[src/rtl/ddf_ctrl.sv]
module ddf_ctrl #(
  parameter int COEF_AW = 8
) (
  input  logic               clk,
  input  logic               rst,
  input  logic [15:0]        bus_data,
  input  logic [1:0]         bus_addr,
  input  logic               bus_cs_n,
  input  logic               bus_wr,
  input  logic               async_start_n,
  input  logic               sync_start_n,
  output logic               chain_start_n,
  output logic [8:0]         fir_taps,
  output logic [3:0]         fir_drate,
  output logic               fir_even_sym,
  output logic               fir_bypass,
  output logic               fir_zero_pre,
  output logic [9:0]         cic_rate,
  output logic               cic_bypass,
  output logic               fir_clear_acc,
  output logic               fir_disable,
  output logic [2:0]         cic_stages,
  output logic [5:0]         cic_growth,
  output logic               coef_we,
  output logic [COEF_AW-1:0] coef_addr,
  output logic [19:0]        coef_data,
  output logic               run,
  output logic               accept,
  output logic               fir_en
);

  logic        wr_q;
  logic [15:0] fir_q;
  logic [12:0] cic_q;
  logic [8:0]  shp_q;
  logic [15:0] hi_q;
  logic        half_q;
  logic [COEF_AW-1:0] ptr_q;
  logic        as1, as2, as3, h1, h2, run_q;

  wire wr_fire  = bus_wr & ~wr_q & ~bus_cs_n;
  wire dis_set  = wr_fire & (bus_addr == 2'd2) & bus_data[12];
  wire lvl      = sync_start_n & as2;
  wire start_ev = ~lvl & h1 & h2;

  always_ff @(posedge clk or posedge rst) begin
    if (rst) begin
      wr_q <= 1'b0;
      fir_q <= '0;
      cic_q <= 13'h1000;
      shp_q <= '0;
    end else begin
      wr_q <= bus_wr;
      if (wr_fire && bus_addr == 2'd0) fir_q <= bus_data;
      if (wr_fire && bus_addr == 2'd2) cic_q <= bus_data[12:0];
      if (wr_fire && bus_addr == 2'd3) shp_q <= bus_data[8:0];
      if (start_ev) cic_q[12] <= 1'b0;
    end
  end

  always_ff @(posedge clk or posedge rst) begin
    if (rst) begin
      hi_q <= '0;
      half_q <= 1'b0;
      ptr_q <= '0;
      coef_we <= 1'b0;
      coef_addr <= '0;
      coef_data <= '0;
    end else begin
      coef_we <= 1'b0;
      if (dis_set) begin
        ptr_q <= '0;
        half_q <= 1'b0;
      end else if (wr_fire && bus_addr == 2'd1) begin
        if (!half_q) begin
          hi_q <= bus_data;
          half_q <= 1'b1;
        end else begin
          half_q <= 1'b0;
          coef_we <= 1'b1;
          coef_data <= {hi_q, bus_data[3:0]};
          coef_addr <= ptr_q;
          ptr_q <= ptr_q + 1'b1;
        end
      end
    end
  end

  always_ff @(posedge clk or posedge rst) begin
    if (rst) begin
      as1 <= 1'b1;
      as2 <= 1'b1;
      as3 <= 1'b1;
      h1 <= 1'b0;
      h2 <= 1'b0;
      run_q <= 1'b0;
    end else begin
      as1 <= async_start_n;
      as2 <= as1;
      as3 <= as2;
      h1 <= lvl;
      h2 <= h1;
      if (start_ev) run_q <= 1'b1;
    end
  end

  assign chain_start_n = ~(as3 & ~as2);
  assign {fir_zero_pre, fir_bypass, fir_even_sym, fir_drate, fir_taps} = fir_q;
  assign {fir_disable, fir_clear_acc, cic_bypass, cic_rate} = cic_q;
  assign {cic_growth, cic_stages} = shp_q;
  assign run = run_q;
  assign accept = run_q;
  assign fir_en = run_q & ~cic_q[12];

  AST_RUN_STICKY: assert property (@(posedge clk) disable iff (rst) run |=> run);
  AST_START_ENABLES: assert property (@(posedge clk) disable iff (rst) $rose(run) |-> !fir_disable);
  AST_CHAIN_PULSE: assert property (@(posedge clk) disable iff (rst) !chain_start_n |=> chain_start_n);
  AST_COEF_SINGLE: assert property (@(posedge clk) disable iff (rst) coef_we |=> !coef_we);
  AST_FIELDS_HOLD: assert property (@(posedge clk) disable iff (rst) !$past(bus_wr) |-> $stable(fir_taps));

endmodule

[config.mk]
export PLATFORM = sky130hd
export DESIGN_NAME = ddf_ctrl
export DESIGN_NICKNAME = d
export VERILOG_FILES = /design/src/rtl/ddf_ctrl.sv
export SDC_FILE = /design/constraint.sdc
export NUM_CORES = 1
export LEC_CHECK = 0
export BUFFER_PORTS_ARGS = -buffer_cell sky130_fd_sc_hd__buf_4
export CAP_MARGIN = 20
export CORE_MARGIN = 3
export CORE_UTILIZATION = 40
export DETAILED_ROUTE_END_ITERATION = 7
export PLACE_DENSITY = 0.64
export SLEW_MARGIN = 25
export SYNTH_ARGS = -nofsm -noshare
export SYNTH_HDL_FRONTEND = slang
export SYNTH_SLANG_ARGS = --single-unit
[constraint.sdc]
create_clock -name clk -period 3 [get_ports clk]
set_input_delay 0.15 -clock clk [delete_from_list [all_inputs] [get_ports clk]]
set_output_delay 0.15 -clock clk [all_outputs]
set_load 0.005 [all_outputs]
==> results of run 1 <==
==> stage by stage <==
step                      total power [W]  std cells
final                             0.00336        476
after global routing              0.00358        476
after CTS                         0.00343        476
after detailed placement          0.00258        457
after global placement            0.00256        457
after floorplan                   0.00213        241
==> worst max-delay path, cell delays in order <==
cell	delay (ns)
dlygate4sd3_1	0.53
buf_4	0.13
or3b_4	0.40
nor2_4	0.36
buf_12	0.25
nor2b_1	0.09
mux2_2	0.27
==> cell type report <==
class                   instances  area, µm²  share of cell area
repair buffers                 99        763               0.156
clock buffers                  12        165              0.0337
clock inverters                 4       32.5             0.00663
well taps                     129        161              0.0329
multi-input cells             130       1280               0.262
flip-flops and latches         99       2480               0.506
inverters                       3       16.3             0.00332
==> final timing paths <==
path | startpoint | to | depth (start not counted)
min in group asynchronous | rst | fir_q[0]$_DFFE_PP0P_ | 3
worst min-delay path | bus_data[9] | hi_q[9]$_DFFE_PP0P_ | 2
max in group asynchronous | rst | ptr_q[3]$_DFFE_PP0P_ | 4
worst max register to register | wr_q$_DFF_PP0_ | ptr_q[0]$_DFFE_PP0P_ | 5
worst max-delay path | bus_wr | ptr_q[0]$_DFFE_PP0P_ | 7
worst min register to register | as1$_DFF_PP1_ | as2$_DFF_PP1_ | 0
==> sequential cells by signal (all words and copies together) (netlist names), 8 cells and up <==
signal and count:
coef_data 20, fir_q 16, cic_q 13, hi_q 16, ptr_q 8, shp_q 9
coef_addr 8
==> power by group <==
group | total (W) | switching (W) | leakage (nW) | internal, W
Sequential | 0.00181 | 0.000167 | 1.26 | 0.00164
Combinational | 0.000729 | 0.000241 | 1.00 | 0.000488
Clock | 0.000829 | 0.000454 | 0.0952 | 0.000374
Total | 0.00336 | 0.000863 | 2.36 | 0.00250
==> cell usage after synthesis <==
| cell type | count | area, µm² |
|---|---|---|
| dfrtp_1 | 95 | 2380 |
| mux2_2 | 65 | 732 |
| mux2_1 | 17 | 191 |
| mux2i_1 | 8 | 80.1 |
| nand2_1 | 6 | 22.5 |
| nand3_1 | 5 | 25.0 |
| nand3b_1 | 5 | 37.5 |
| buf_4 | 4 | 30.0 |
| dfstp_2 | 4 | 105 |
| buf_2 | 3 | 15.0 |
| inv_1 | 3 | 11.3 |
| nor2b_1 | 3 | 18.8 |
| a22o_1 | 2 | 17.5 |
| buf_6 | 2 | 22.5 |
| nand4_1 | 2 | 12.5 |
| nor2_1 | 2 | 7.51 |
| nor2_4 | 2 | 22.5 |
| or3_1 | 2 | 12.5 |
| xnor2_1 | 2 | 17.5 |
| a31o_2 | 1 | 8.76 |
| a32oi_1 | 1 | 8.76 |
| and2_1 | 1 | 6.26 |
| and4_1 | 1 | 8.76 |
| and4b_1 | 1 | 10.0 |
| ha_1 | 1 | 12.5 |
| nand2b_1 | 1 | 6.26 |
| nor3b_2 | 1 | 12.5 |
| or3b_4 | 1 | 11.3 |
==> repair_timing <==
| action | 4_1_cts | 5_1_grt |
|---|---|---|
| setup buffers | 0 | 0 |
| hold buffers | 3 | 0 |
| endpoints found under the hold margin | 86 | 0 |
==> cell families after synthesis <==
| kind of cell | Yosys count |
|---|---|
| muxes | 90 |
| AOI/OAI and AO/OA | 4 |
| adders and majority gates | 1 |
| and+or+nand+nor | 33 |
| buffers and inverters | 12 |
| DFF | 99 |
| xor gates and xnor gates | 2 |
==> metal layers <==
metal | part of all wire | track usage
met1 | 0.44 | 0.196
met5 | 0 | 0
met2 | 0.46 | 0.223
met4 | 0.013 | 0.0522
met3 | 0.078 | 0.0583
==> impl_metrics.tcl, run 1 <==
set metrics [dict create \
    status "completed" \
    rows 35 \
    gp_congestion 0.716 \
    hold_class "in -> reg" \
    period_minus_slack_ns 1.94 \
    muxShareOfSynthArea 0.261 \
    cap_violations 0 \
    root_buffer "clkbuf_8" \
    num_vias 2309 \
    rsz0062_at_grt "no" \
    wl_per_cell_um 16.0 \
    area_delta_synth_final_pct 27.6 \
    drc_errors 0 \
    relSlewSlack 0.394 \
    dpl-instance-area_um2 4680 \
    hold_ws_ns 0.0213 \
    cts.repair.resized 0 \
    synth_seq_cells 99 \
    power_leakage_nw 2.36 \
    criticalPathCategory "in -> reg" \
    drt_wl_total_um 7620 \
    cts_sinks 99 \
    skew_ns 0.00794 \
    yosys.area_share.simple 0.0557 \
    fin_util 0.528 \
    coreArea_um2 9280 \
    end_kind "register" \
    setup_ws_ns 1.06 \
    nets 367 \
    powerDensity_nw_per_um2 686 \
    ant_nets 0 \
    vdd.ir_drop.worst_mv 0.315 \
    tns_ns 0 \
    syn_nets 266 \
    firstDrtPassIters 4 \
    path_clk_slew_ns 0.10 \
    grt_max_degree 90 \
    synth_area_per_cell_um2 15.9 \
    grt_usage 0.148 \
    synth_area_um2 3840 \
    cts_tree "done" \
    start_util 0.414 \
    grt_antenna_before_repair 0 \
    grt_pass1_wl_um 12800 \
    drive_gt1_frac 0.539 \
    worstMarginPinSlew_ns 0.906 \
    drtIter0Drc 57 \
    dp_slack_ns 1.05 \
    syn_inst 241 \
    synth_top_family_by_area "multiplexers" \
    die_w_um 104 \
    design_area_um2 4900 \
    fillers 854 \
    ys_types 28 \
    htreeDepth 3 \
    slew_violations 0 \
    numCtsBuffers 9 \
    yosysWarnings 0 \
    report.final.hold_viol_count 0 \
    grt.overflow.total 0 \
    worst-path-max-fanout 31 \
    worstPathRequired_ns 3.26 \
    dpl.hpwl_um 5170 \
    viasPerCell 4.85 \
    setup_violations 0 \
    n_antenna_cell 0 \
    fp.dieH_um 104 \
    clock_latency_ns 0.36 \
    synthAdderAreaFrac 0.00326 \
    seq_area_frac_synth 0.646 \
    io_buffer_count 94 \
    io_pins 95 \
    fin_crit_sh 0.648 \
    synth_xor_area_frac 0.00456 \
    regToRegSetupSlack_ns 1.07 \
    crit_path_start_kind "input pin" \
    worstPathArrival_ns 2.20 \
    cts_buffer_depth 2 \
    synth-compound-area-share 0.00911 \
    grt_pass1_vias 2454 \
    clock.fmax_mhz 515 \
    layout_common_cells "95 x dfrtp_1, 95 x buf_4, 65 x mux2_2" \
    die_area_um2 10800 \
]
No activity file was read; power rests on OpenSTA's default activity.
==> run 2, diff against run 1 <==
Settings changed: ABC_AREA set to 1.
Clock period 3 ns to 2 ns, I/O delays scaled along.
==> impl_metrics.tcl, run 2 <==
set metrics [dict create \
    status "completed" \
    synthDominantCellAreaShare 0.621 \
    die_w_um 104 \
    fp.dieH_um 104 \
    seq_area_frac_synth 0.649 \
    grt_pass1_wl_um 14600 \
    netlist_top_cells_area "dfrtp_1 62%, nand2_1 15%, o21ai_1 6.0%" \
    cts.repair.resized 0 \
    setup_violations 0 \
    async_reset_ff_frac 1.00 \
    slew_violations 0 \
    die_area_um2 10800 \
    synthAdderAreaFrac 0.00327 \
    post_cts_buffers 0 \
    syn_inst 399 \
    gp_congestion 0.792 \
    synth_area_um2 3830 \
    grtUsageMet3 0.0474 \
    cap_violations 0 \
    synthTopCellsByCount "150 x nand2_1, 95 x dfrtp_1, 46 x o21ai_1" \
    clock.fmax_mhz 650 \
    numCtsBuffers 9 \
    skew_ns 0.0108 \
    cts_tree "done" \
    worst-path-max-fanout 27 \
    yosysMostFrequentCell "nand2_1" \
    yosys.area_share.simple 0.197 \
    hold_ws_ns 0.0185 \
    muxShareOfSynthArea 0 \
    nets 525 \
    cts_sinks 99 \
    final_common_cell "nand2_1" \
    grt_usage 0.168 \
    ys_types 22 \
    drive_gt1_frac 0.259 \
    n_antenna_cell 0 \
    viasPerCell 4.64 \
    synth_xor_area_frac 0.00229 \
    root_buffer "clkbuf_8" \
    num_vias 2944 \
    grt_max_degree 45 \
    report.final.hold_viol_count 0 \
    area_delta_synth_final_pct 28.6 \
    fin_util 0.530 \
    fin_crit_sh 0.769 \
    power_leakage_nw 2.61 \
    vdd.ir_drop.worst_mv 0.473 \
    use_met2 0.276 \
    period_minus_slack_ns 1.54 \
    wl_per_cell_um 13.7 \
    synth_seq_cells 99 \
    drc_errors 0 \
    hold_class "in -> reg" \
    firstDrtPassIters 4 \
    top_register "coef_data" \
    synth_edf_count 0 \
    drt_wl_total_um 8700 \
    relSlewSlack 0.567 \
    yosysWarnings 0 \
    syn_nets 424 \
    clock_latency_ns 0.37 \
    dominantRegCellSynth "dfrtp_1" \
    cts_buffer_depth 2 \
    drtIter0Drc 117 \
    worstMarginPinSlew_ns 0.649 \
    largest_reg_flops 20 \
    regToRegSetupSlack_ns 0.46 \
    path_clk_slew_ns 0.09 \
    coreArea_um2 9280 \
    synth-compound-area-share 0.0896 \
    reg_top3 "coef_data: 20 flops, fir_q: 16 flops, hi_q: 16 flops" \
    tns_ns 0 \
    htreeDepth 3 \
    powerDensity_nw_per_um2 960 \
    synth_area_per_cell_um2 9.59 \
    worstPathRequired_ns 2.31 \
    top_usage_layer "met2" \
    criticalPathCategory "reg -> reg" \
    rsz0062_at_grt "no" \
    yosysTopAreaCell "dfrtp_1" \
    grt_pass1_vias 2980 \
    dpl-instance-area_um2 4650 \
    io_pins 95 \
    grtUsageMet1 0.209 \
    rows 35 \
    dpl.hpwl_um 6080 \
    worstPathArrival_ns 1.84 \
    ant_nets 0 \
    end_kind "register" \
    design_area_um2 4920 \
    start_util 0.412 \
    crit_path_start_kind "register" \
    layout_common_cells "150 x nand2_1, 99 x buf_4, 95 x dfrtp_1" \
    grt.overflow.total 0 \
    synth_top_family_by_area "simple AND/OR/NAND/NOR gates" \
    io_buffer_count 94 \
    grt_antenna_before_repair 0 \
    cts_hold_buffers 7 \
]
==> run 2: through the flow <==
step | instances | power (W) | setup slack [ns]
global route | 634 | 0.00498 | 0.307
CTS | 634 | 0.00478 | 0.432
floorplan | 399 | 0.00289 | 0.728
global placement | 611 | 0.00342 | 0.510
finish | 634 | 0.00472 | 0.463
detailed placement | 611 | 0.00345 | 0.463
==> run 2: area by class of cell <==
| type | count | area [µm²] |
|---|---|---|
| multi-input cells | 251 | 1120 |
| clock buffers | 10 | 128 |
| flip-flops and latches | 99 | 2480 |
| inverters | 32 | 124 |
| repair buffers | 107 | 833 |
| clock inverters | 6 | 73.8 |
| well taps | 129 | 161 |
| fillers | 900 | 4360 |
==> run 2: report_power, final <==
part / switching (W) / internal, W / leakage (nW)
Combinational: 0.000379 / 0.000484 / 1.23
Clock: 0.000723 / 0.000594 / 0.0950
Sequential: 0.000210 / 0.00233 / 1.28
==> run 2: logic make-up after synthesis <==
| group | count (synthesis) |
|---|---|
| adders and majority gates | 1 |
| and+or+nand+nor | 181 |
| buffers and inverters | 49 |
| xor gates and xnor gates | 1 |
| DFF | 99 |
| AOI/OAI and AO/OA | 68 |
==> run 2: worst paths after layout <==
| kind | startpoint | cells after the start | end |
|---|---|---|---|
| worst max register to register | wr_q$_DFF_PP0_ | 7 | ptr_q[3]$_DFFE_PP0P_ |
| max in group asynchronous | rst | 4 | as1$_DFF_PP1_ |
| worst min register to register | as1$_DFF_PP1_ | 0 | as2$_DFF_PP1_ |
| worst min-delay path | bus_data[11] | 3 | fir_q[11]$_DFFE_PP0P_ |
| worst max-delay path | wr_q$_DFF_PP0_ | 7 | ptr_q[3]$_DFFE_PP0P_ |
| min in group asynchronous | rst | 3 | fir_q[10]$_DFFE_PP0P_ |
==> run 2: metal layers <==
layer,part of all wire,routed length [µm]
met4,0.022,195
met5,0,0
met2,0.47,4110
met3,0.065,562
met1,0.44,3830
==> run 2: critical path: stages, from the launching register on <==
cell	delay, ns
dfrtp_1	0.37
inv_1	0.06
nand2_2	0.08
nor2_8	0.15
nand3_2	0.20
inv_2	0.42
nand2_1	0.11
nand2_1	0.09
